==> config.mk <==
export PLATFORM = sky130hd
export DESIGN_NAME = fp_normalizer
export DESIGN_NICKNAME = d
export VERILOG_FILES = /design/src/rtl/fp_normalizer_pkg.sv /design/src/rtl/fp_norm_detect.sv /design/src/rtl/fp_norm_step.sv /design/src/rtl/fp_normalizer.sv
export SDC_FILE = /design/constraint.sdc
export NUM_CORES = 1
export LEC_CHECK = 0
export CORE_MARGIN = 3
export CORE_UTILIZATION = 50
export CTS_BUF_LIST = sky130_fd_sc_hd__clkbuf_2
export DETAILED_ROUTE_END_ITERATION = 8
export HOLD_SLACK_MARGIN = 0.02
export PLACE_DENSITY_LB_ADDON = 0.15
export RECOVER_POWER = 100
export SLEW_MARGIN = 25
export SYNTH_ARGS = -nofsm -noshare
export SYNTH_HDL_FRONTEND = slang
export SYNTH_SLANG_ARGS = --single-unit
==> constraint.sdc <==
create_clock -name clk -period 3.03 [get_ports clk]
set_clock_uncertainty 0.05 [all_clocks]
set_input_delay 0.606 -clock clk [delete_from_list [all_inputs] [get_ports clk]]
set_output_delay 0.606 -clock clk [all_outputs]
set_load 0.005 [all_outputs]
==> src/rtl/fp_normalizer_pkg.sv <==
package fp_normalizer_pkg;
    typedef enum logic [0:0] {
        ST_IDLE = 1'b0,
        ST_BUSY = 1'b1
    } norm_state_e;
endpackage

==> src/rtl/fp_norm_detect.sv <==
// Classifies a two's-complement fraction: zero, or normalized (sign differs from top value bit).
module fp_norm_detect #(
    parameter int MAN_W = 12
) (
    input  logic [MAN_W-1:0] man,
    output logic             is_zero,
    output logic             is_norm
);
    localparam int SIGN_POS = MAN_W - 1;
    localparam int TOP_POS  = MAN_W - 2;

    always_comb begin
        is_zero = (man == '0);
        is_norm = man[SIGN_POS] ^ man[TOP_POS];
    end
endmodule

==> src/rtl/fp_norm_step.sv <==
// One normalization step: shift the mantissa left, lower the exponent, flag the exponent floor.
module fp_norm_step #(
    parameter int EXP_W = 6,
    parameter int MAN_W = 12
) (
    input  logic [EXP_W-1:0] exp_i,
    input  logic [MAN_W-1:0] man_i,
    output logic [EXP_W-1:0] exp_o,
    output logic [MAN_W-1:0] man_o,
    output logic             at_floor
);
    localparam logic [EXP_W-1:0] EXP_FLOOR = {1'b1, {(EXP_W-1){1'b0}}};
    localparam logic [EXP_W-1:0] EXP_ONE   = {{(EXP_W-1){1'b0}}, 1'b1};

    always_comb begin
        man_o    = {man_i[MAN_W-2:0], 1'b0};
        exp_o    = exp_i - EXP_ONE;
        at_floor = (exp_i == EXP_FLOOR);
    end
endmodule

==> src/rtl/fp_normalizer.sv <==
module fp_normalizer #(
    parameter int EXP_W = 6,
    parameter int MAN_W = 12
) (
    input  logic             clk,
    input  logic             rst_n,
    input  logic             start,
    input  logic [EXP_W-1:0] exp_in,
    input  logic [MAN_W-1:0] man_in,
    output logic [EXP_W-1:0] exp_out,
    output logic [MAN_W-1:0] man_out,
    output logic             done,
    output logic             overflow,
    output logic             underflow
);
    import fp_normalizer_pkg::*;

    localparam logic [EXP_W-1:0] EXP_FLOOR = {1'b1, {(EXP_W-1){1'b0}}};

    typedef struct packed {
        norm_state_e      state;
        logic [EXP_W-1:0] work_exp;
        logic [MAN_W-1:0] work_man;
        logic [EXP_W-1:0] res_exp;
        logic [MAN_W-1:0] res_man;
        logic             res_uf;
        logic             done;
    } norm_regs_t;

    norm_regs_t r_d, r_q;

    logic             man_zero, man_norm, exp_floor;
    logic [EXP_W-1:0] next_exp;
    logic [MAN_W-1:0] next_man;

    fp_norm_detect #(.MAN_W(MAN_W)) u_detect (
        .man     (r_q.work_man),
        .is_zero (man_zero),
        .is_norm (man_norm)
    );

    fp_norm_step #(.EXP_W(EXP_W), .MAN_W(MAN_W)) u_step (
        .exp_i    (r_q.work_exp),
        .man_i    (r_q.work_man),
        .exp_o    (next_exp),
        .man_o    (next_man),
        .at_floor (exp_floor)
    );

    always_comb begin
        r_d      = r_q;
        r_d.done = 1'b0;
        case (r_q.state)
            ST_IDLE: begin
                if (start) begin
                    r_d.work_exp = exp_in;
                    r_d.work_man = man_in;
                    r_d.state    = ST_BUSY;
                end
            end
            ST_BUSY: begin
                if (man_zero) begin
                    r_d.res_exp = EXP_FLOOR;
                    r_d.res_man = '0;
                    r_d.res_uf  = 1'b0;
                    r_d.done    = 1'b1;
                    r_d.state   = ST_IDLE;
                end else if (man_norm) begin
                    r_d.res_exp = r_q.work_exp;
                    r_d.res_man = r_q.work_man;
                    r_d.res_uf  = 1'b0;
                    r_d.done    = 1'b1;
                    r_d.state   = ST_IDLE;
                end else if (exp_floor) begin
                    r_d.res_exp = EXP_FLOOR;
                    r_d.res_man = '0;
                    r_d.res_uf  = 1'b1;
                    r_d.done    = 1'b1;
                    r_d.state   = ST_IDLE;
                end else begin
                    r_d.work_exp = next_exp;
                    r_d.work_man = next_man;
                end
            end
            default: r_d.state = ST_IDLE;
        endcase
    end

    always_ff @(posedge clk or negedge rst_n) begin
        if (!rst_n) begin
            r_q <= '{state: ST_IDLE, work_exp: '0, work_man: '0,
                     res_exp: '0, res_man: '0, res_uf: 1'b0, done: 1'b0};
        end else begin
            r_q <= r_d;
        end
    end

    assign exp_out   = r_q.res_exp;
    assign man_out   = r_q.res_man;
    assign underflow = r_q.res_uf;
    assign done      = r_q.done;
    assign overflow  = 1'b0;
endmodule

==> flow_summary.yaml, run 1 <==
run_status:
  status: "finished, violations left"
  violations: "max-capacitance violations, max-slew violations"
cts:
  postCtsSetupRepairBufs: 0
  cts_resized: 0
  cts.hold.buffers_added: 0
  cts_buffers: 5
  clockRootBuffer: "clkbuf_2"
  cts.sinks: 39
  insertion_delay_ns: 0.39
  clkTransAtPathRegs_ns: 0.19
  cts_buffer_depth: 2
  h-tree-depth: 2
  cts_tree: "done"
min_path:
  holdPathEnd: "man_out[11]"
  hold-path-cell-count: 1
  hp-class: "reg -> reg"
  hp-start: "man_out[11]"
logic_synthesis:
  synth.mux.area_fraction_pct: 1.70
  synthAdderAreaFrac_pct: 2.61
  syn_nets: 192
  yosys_most_used_dff: "dfrtp_1"
  synth_top_cell_area_share_pct: 51.0
  ys_top_cells_by_area: "dfrtp_1 (51%), buf_4 (8.2%), a22o_1 (6.9%)"
  yosys-top-cells-count: "dfrtp_1 (39), buf_4 (21), a22o_1 (15), o221a_1 (11)"
  ys_types: 37
  syn_avg_cell_area_um2: 11.5
  async_flop_share_pct: 100
  synth-seq-cells: 39
  synth-xor-area-share_pct: 0
  synth-simple-area-share_pct: 11.1
  ys_seq_area_share_pct: 51.0
  synth-compound-area-share_pct: 22.9
  syn_inst: 167
  yosys_warnings: 0
  yosysMostFrequentCell: "dfrtp_1"
  synth_edf_count: 0
  syn-cell-area_um2: 1910
  synth_top_family_by_area: "compound AO/OA/AOI/OAI gates"
  yosysTopAreaCell: "dfrtp_1"
routing:
  drc: 0
  routed_wl_mm: 3.93
  viasPerCell: 5.75
  antenna_left: 0
  drt_iter0_drc: 122
  wl_per_cell_um: 16.5
  drt_pass1_iterations: 4
  num_vias: 1374
finish:
  antennaDiodeCount: 0
  drive_gt1_share_pct: 7.25
  final_nets: 217
  fillers: 290
  syn2layout_area_growth_pct: 18.6
setup_path:
  worstSetupStartpointType: "flop"
  crit_slowest_cell: "dfrtp_1"
  reg2regPathDepth: 7
  crit_required_ns: 3.27
  reg2reg_setup_slack_ns: 0.80
  cp_slowest_stage_delay_ns: 0.44
  worstPathCellList: "inv_1 > ha_1 > nor4b_1 > and3_1 > o21ai_4 > inv_1 > mux2_1"
  criticalPathCategory: "reg -> reg"
  r2r-end: "man_out[10]"
  arrival_ns: 2.47
  timing.rr.start: "r_q[30]"
  critical-path-top-delay-family: "simple AND/OR/NAND/NOR gates"
  crit_buf_inv: 2
  end_kind: "flop"
  crit_top_cell: "inv_1"
  path_max_fanout: 16
grt:
  grt_pass1_vias: 1340
  grt_use_total_pct: 19.0
  antenna_found_initial: 0
  grt-ovfl-total: 0
  grt_start_max_net_pins: 40
  grt_pass1_wl_mm: 6.50
sta:
  finalSetupViolCount: 0
  worst_pin_slew_ns: 2.02
  rsz0062_at_grt: "false"
  fin_tns_setup_ns: 0
  maxSlewHeadroom_pct: -34.4
  fin_crit_ns: 2.23
  fmax_mhz: 449
  period_share_pct: 73.5
  hold_viol_final: 0
  fin_ws_ns: 0.802
  maxSlewViolCount: 40
floorplan:
  design.die.area_um2: 4610
  die_w_um: 67.9
  initial_utilization_pct: 54.4
  rows: 21
  core_um2: 3520
  ios: 42
  die_h_um: 67.9
placed_design:
  pre_cts_ws_ns: 0.811
  gp_congestion: 0.846
  io_buffers: 40
  hpwl_mm: 2.92
run:
  max-cap-violations: 1
power:
  p_per_area_nw_per_um2: 1090
  p_leak_nw: 0.979
  ir_worst_vdd_mv: 0.516
-- worst max path at each step --
stage | slack, ns | from | depth (start not counted) | to
global route | 0.57 | r_q[30] | 7 | man_out[10]
CTS | 0.83 | r_q[30] | 7 | man_out[10]
finish | 0.80 | r_q[30] | 7 | man_out[10]
floorplan | 1.19 | r_q[30] | 8 | exp_out[2]
detailed placement | 0.81 | start | 5 | r_q[34]
global placement | 0.84 | start | 5 | r_q[34]
-- sequential cells by signal, indices dropped and copies added, names as in the netlist --
name / cells
r_q: 19
man_out: 12
exp_out: 6
done: 1
underflow: 1
-- worst register-to-register path: cells and delay by family, from the launching register on --
kind                       cells  cell delay (ns)
and+or+nand+nor                2             0.69
DFF                            1             0.44
muxes                          1             0.33
buffers and inverters          2             0.30
AOI/OAI and AO/OA              1             0.19
adders and majority gates      1             0.15
-- stage by stage --
stage	power (W)	hold WS [ns]	instances	cell area [um^2]	util [%]
floorplan	0.00192	0.260	167	1910	-
global placement	0.00221	0.420	231	2210	62.7
detailed placement	0.00225	0.436	231	2210	62.7
CTS	0.00256	0.242	239	2270	64.5
global route	0.00268	0.488	239	2270	64.5
finish	0.00249	0.469	239	2270	64.5
-- kinds of logic (layout without fill, tap and decap cells) --
family	count (synthesis)	in the layout
AOI/OAI and AO/OA	49	49
DFF	39	39
and+or+nand+nor	39	39
buffers and inverters	32	58
adders and majority gates	4	4
muxes	3	3
other	1	1
-- metal layers --
metal	track usage, %	up-vias	routed length (um)
li1	-	657	-
met1	27.7	662	1940
met2	28.3	50	1700
met3	3.45	5	251
met4	6.70	0	46
met5	0	-	0
-- cell type report --
class / instances / area (um^2) / area share, %
inverters: 9 / 33.8 / 1.49
clock inverters: 3 / 38.8 / 1.71
flip-flops and latches: 39 / 976 / 43.0
multi-input cells: 96 / 738 / 32.5
repair buffers: 41 / 402 / 17.7
clock buffers: 5 / 25.0 / 1.10
well taps: 46 / 57.6 / 2.53
-- placed cells by master, fill, tap and decap left out, drive strengths merged, types with 2 or more instances in the layout --
cell type      instances
nor4                   2
ha                     4
nor3                   4
nor2                   9
o21ai                  5
a311oi                 5
o221a                 11
clkdlybuf4s50         19
nand3                  3
a21oi                  3
dfrtp                 39
nand4b                 2
inv                    9
mux2                   2
a31oi                  4
nand2b                 9
a22o                  15
clkbuf                 6
nand4                  2
clkinv                 2
dlygate4sd3           20
nand2                  5
-- where the power goes --
group / switching [W] / internal, W / total (W)
combinational: 0.000570 / 0.000601 / 0.00117
sequential: 0.000229 / 0.000780 / 0.00101
clock: 0.000170 / 0.000136 / 0.000306
No activity file was read; power rests on OpenSTA's default activity.
==> inputs of run 2 (changes only) <==
Clock period 3.03 ns to 2.1 ns, I/O delays scaled along.
==> run 2 against run 1 <==
Compared with the run above: the flow now finishes without violations; largest cell class unchanged; highest routed layer unchanged; die area unchanged; utilization is 3.3 points higher; combinational power grew 67%; wire length increased by 6.0%; critical endpoint is now man_out[11]; cell count rose by 4.6%; sequential share of layout area is 2.1 points lower; non-clock buffer count is 11 higher; count of clock-buffer cells in the layout rose by 1.
==> flow_summary.yaml, run 2 (synthesis gave the netlist of run 1 again) <==
grt:
  grt_pass1_wl_mm: 7.00
  grt_pass1_vias: 1418
  grt_use_total_pct: 20.8
  grt_start_max_net_pins: 40
  antenna_found_initial: 0
  grt-ovfl-total: 0
finish:
  final_util_pct: 67.8
  drive_gt1_share_pct: 14.7
  top_register: "r_q"
  final_cell_mix: "dfrtp_1 (39), clkdlybuf4s50_1 (39), a22o_1 (15)"
  syn2layout_area_growth_pct: 24.8
  largest_reg_flops: 19
  antennaDiodeCount: 0
  final_nets: 228
routing:
  drt_iter0_drc: 84
  antenna_left: 0
  viasPerCell: 5.70
  drc: 0
  wl_per_cell_um: 16.7
  routed_wl_mm: 4.17
  num_vias: 1426
  drt_pass1_iterations: 4
setup_path:
  reg2reg_setup_slack_ns: 0.12
  crit_slowest_cell: "dfrtp_1"
  crit_required_ns: 2.36
  reg2regPathDepth: 6
  cp_slowest_stage_delay_ns: 0.44
  arrival_ns: 2.23
  worstSetupStartpointType: "flop"
  worstPathCellList: "inv_1 > ha_1 > a31o_2 > o21ai_4 > inv_2 > mux2_1"
  path_max_fanout: 7
  timing.rr.start: "r_q[30]"
  r2r-end: "man_out[11]"
  criticalPathCategory: "reg -> reg"
  end_kind: "flop"
floorplan:
  die_w_um: 67.9
  ios: 42
  die_h_um: 67.9
  design.die.area_um2: 4610
  rows: 21
  core_um2: 3520
  initial_utilization_pct: 54.4
run:
  max-cap-violations: 0
sta:
  fin_ws_ns: 0.123
  fin_crit_ns: 1.98
  period_share_pct: 94.2
  fin_tns_setup_ns: 0
  fmax_mhz: 506
  hold_viol_final: 0
  maxSlewViolCount: 0
  rsz0062_at_grt: "false"
  worst_pin_slew_ns: 0.931
  maxSlewHeadroom_pct: 37.9
  finalSetupViolCount: 0
power:
  p_per_area_nw_per_um2: 1670
  ir_worst_vdd_mv: 0.949
  p_leak_nw: 1.02
cts:
  postCtsSetupRepairBufs: 0
  clkTransAtPathRegs_ns: 0.20
  cts_buffers: 5
  cts_buffer_depth: 2
  cts_tree: "done"
  cts.sinks: 39
  clockRootBuffer: "clkbuf_2"
  insertion_delay_ns: 0.40
  h-tree-depth: 2
run_status:
  status: "finished, final reports clean"
placed_design:
  hpwl_mm: 3.18
  io_buffers: 40
  pre_cts_ws_ns: 0.0161
  gp_congestion: 0.880
min_path:
  hp-class: "in -> async"
[run 2: cell type report]
cell class | count | area [um^2]
Clock inverter | 2 | 60.1
Timing Repair Buffer | 52 | 485
Fill cell | 276 | 1130
Inverter | 9 | 33.8
Tap cell | 46 | 57.6
Multi-Input combinational cell | 96 | 746
Sequential cell | 39 | 976
Clock buffer | 6 | 30.0
[run 2: worst max-delay path by stage]
stage | start | end | slack (ns) | cells past startpoint
2_1_floorplan | r_q[30] | exp_out[2] | 0.26 | 8
3_3_place_gp | start | r_q[37] | 0.12 | 6
3_5_place_dp | r_q[30] | exp_out[1] | 0.02 | 8
4_1_cts | r_q[30] | man_out[11] | 0.05 | 7
5_1_grt | r_q[30] | man_out[5] | 0.004 | 7
6_report | r_q[30] | man_out[11] | 0.12 | 6
[run 2: metrics by stage]
step	instance area, um^2	total power [W]	hold slack [ns]	cells
5_1_grt	2390	0.00429	0.112	250
4_1_cts	2380	0.00400	0.0593	250
3_3_place_gp	2290	0.00334	0.418	242
6_report	2390	0.00399	0.0683	250
2_1_floorplan	1910	0.00276	0.0744	167
3_5_place_dp	2290	0.00342	0.435	242
[run 2: worst max-delay path: cells and delay by family, from the launching register on]
kind                       cells  cell delay [ns]
AOI/OAI and AO/OA              2             0.55
DFF                            1             0.44
muxes                          1             0.32
adders and majority gates      1             0.30
buffers and inverters          2             0.23
[run 2: where the power goes]
group / leakage (nW) / internal (W) / switching [W]
Clock: 0.0532 / 0.000326 / 0.000254
Sequential: 0.462 / 0.00113 / 0.000336
Combinational: 0.506 / 0.00106 / 0.000894
Total: 1.02 / 0.00251 / 0.00148
[run 2: timing repair]
item                       4_1_cts  5_1_grt
gates resized for setup          1        1
hold buffers                     0        0
setup endpoints to repair        4       31
gates cloned                     0        0
pin swaps                        0        1
[run 2: layer usage]
metal	wire length, um	GRT usage [%]	vias to the layer above	part of all wire (%)
met3	213	4.43	6	5.1
li1	-	-	686	-
met4	50	6.70	0	1.2
met2	1960	32.9	51	47
met1	1950	28.5	683	47
met5	0	0	-	0
==> inputs of run 3 (changes only) <==
Settings changed: CORE_UTILIZATION 50 to 47.
Clock period 2.1 ns to 1.6 ns, I/O delays scaled along.
==> run 3 against run 2 <==
Compared with the run above: the flow now finishes with violations (negative setup slack); final area up 18%; sequential power is 24% higher; non-clock buffer count is 45 higher; total power grew 52%; via count grew 18%; hold slack improved by 0.34 ns; sequential share of layout area decreased by 6.3 points; combinational power is 97% higher; maximum frequency up 14%; global-route usage grew 1.2 points; critical path type unchanged; critical endpoint unchanged; largest cell class unchanged.
==> flow_summary.yaml, run 3 (synthesis gave the netlist of run 1 again) <==
finish:
  regArea_um2: 976
  multi_input_area_um2: 910
  drive_gt1_share_pct: 36.5
  final_cell_mix: "buf_4 (53), dfrtp_1 (39), dlygate4sd2_1 (20)"
  top_register: "r_q"
  final_cell_area_um2: 2830
  fin_cells: 297
  fillers: 266
  syn2layout_area_growth_pct: 47.7
  final_common_cell: "buf_4"
  antennaDiodeCount: 0
  final_nets: 273
  largest_reg_flops: 19
run:
  max-cap-violations: 0
floorplan:
  core_um2: 3800
  design.die.area_um2: 4870
  initial_utilization_pct: 50.4
  ios: 42
  die_w_um: 69.8
  rows: 22
  die_h_um: 69.8
power:
  pwr-share-comb_pct: 63.1
  p_switching_w: 0.00241
  p_per_area_nw_per_um2: 2150
  switching_share_pct: 39.6
  p_leak_nw: 1.29
  clkPwrFrac_pct: 7.2
  ir_worst_vdd_mv: 1.19
  intPower_w: 0.00368
  seqPwrFrac_pct: 29.7
sta:
  fin_tns_setup_ns: -3.59
  fin_crit_ns: 1.73
  maxSlewViolCount: 0
  fin_ws_ns: -0.134
  worst_pin_slew_ns: 0.984
  finalSetupViolCount: 34
  whs_ns: 0.404
  period_share_pct: 108
  hold_viol_final: 0
  fmax_mhz: 577
  maxSlewHeadroom_pct: 34.4
  rsz0062_at_grt: "true"
run_status:
  violations: "negative setup slack"
  status: "finished, violations left"
setup_path:
  criticalPathCategory: "reg -> reg"
  end_kind: "flop"
  crit_top_cell: "inv_2"
  crit_slowest_cell: "dfrtp_1"
  worstSetupStartpointType: "flop"
  path_max_fanout: 5
  reg2reg_setup_slack_ns: -0.13
  crit_required_ns: 1.88
  worstPathCellList: "inv_2 > ha_4 > nor4b_4 > and3_4 > o21ai_4 > inv_2 > mux2_4"
  cp_slowest_stage_delay_ns: 0.44
  arrival_ns: 2.01
cts:
  clkTransAtPathRegs_ns: 0.20
  cts.sinks: 39
  cts.hold.buffers_added: 0
  insertion_delay_ns: 0.42
  h-tree-depth: 2
  cts_tree: "done"
  cts_buffers: 5
  clockRootBuffer: "clkbuf_2"
  cts_buffer_depth: 2
routing:
  drt_pass1_iterations: 5
  routed_wl_mm: 5.05
  viasPerCell: 5.65
  antenna_left: 0
  drc: 0
  num_vias: 1677
  wl_per_cell_um: 17.0
  drt_iter0_drc: 110
placed_design:
  placed_area_um2: 2570
  hpwl_mm: 3.52
  io_buffers: 40
  pre_cts_ws_ns: -0.253
  dp_cells: 274
  gp_congestion: 0.959
grt:
  grt_pass1_wl_mm: 8.47
  grt_use_total_pct: 21.9
  antenna_found_initial: 0
  grt-ovfl-total: 0
  grt_pass1_vias: 1706
  grt_start_max_net_pins: 40
min_path:
  hp-class: "in -> reg"
run 3: repair_timing:
item                                    4_1_cts  5_1_grt
pin swaps                                     5        1
cloned                                        0        0
endpoints found under the setup margin       56       38
setup buffers                                14        1
resized for setup                            41        5
run 3: stage by stage:
step	total power, W	utilization, %
after floorplan	0.00375	-
after global placement	0.00501	67.6
after detailed placement	0.00513	67.6
after CTS	0.00592	73.8
after global routing	0.00650	74.4
final	0.00609	74.4
run 3: worst max-delay path: cells and delay by family, from the launching register on:
family / cells / cell delay, ns
simple gates: 2 / 0.49
flops: 1 / 0.44
mux: 1 / 0.29
buf+inv: 2 / 0.17
fa+ha+maj: 1 / 0.12
compound gates: 1 / 0.08
run 3: final cells by class:
class	count	area share [%]
clock buffers	5	0.885
clock inverters	3	0.531
inverters	9	1.19
multi-input cells	96	32.2
flip-flops and latches	39	34.5
well taps	48	2.12
repair buffers	97	28.6
run 3: layer usage:
layer | up-vias | GRT usage [%] | routed length [um] | part of all wire, %
li1 | 773 | - | - | -
met1 | 847 | 30.7 | 2280 | 45
met2 | 48 | 33.9 | 2450 | 49
met3 | 9 | 4.93 | 258 | 5.1
met4 | 0 | 6.60 | 64 | 1.3
met5 | - | 0 | 0 | 0
run 3: power groups by stage:
stage | clock, W | combinational (W) | sequential, W
finish | 0.000437 | 0.00384 | 0.00181
global route | 0.000501 | 0.00414 | 0.00186
CTS | 0.000450 | 0.00369 | 0.00179
detailed placement | 0 | 0.00332 | 0.00181
global placement | 0 | 0.00323 | 0.00178
floorplan | 0 | 0.00192 | 0.00183
run 3: path summary, 6_finish.rpt:
| kind | from | end | cells past startpoint |
|---|---|---|---|
| min | man_in[0] | r_q[20] | 3 |
| max reg2reg | r_q[31] | man_out[11] | 7 |
| max | r_q[31] | man_out[11] | 7 |
| min in group asynchronous | rst_n | done | 2 |
| min reg2reg | man_out[4] | man_out[4] | 1 |
| max in group asynchronous | rst_n | underflow | 2 |
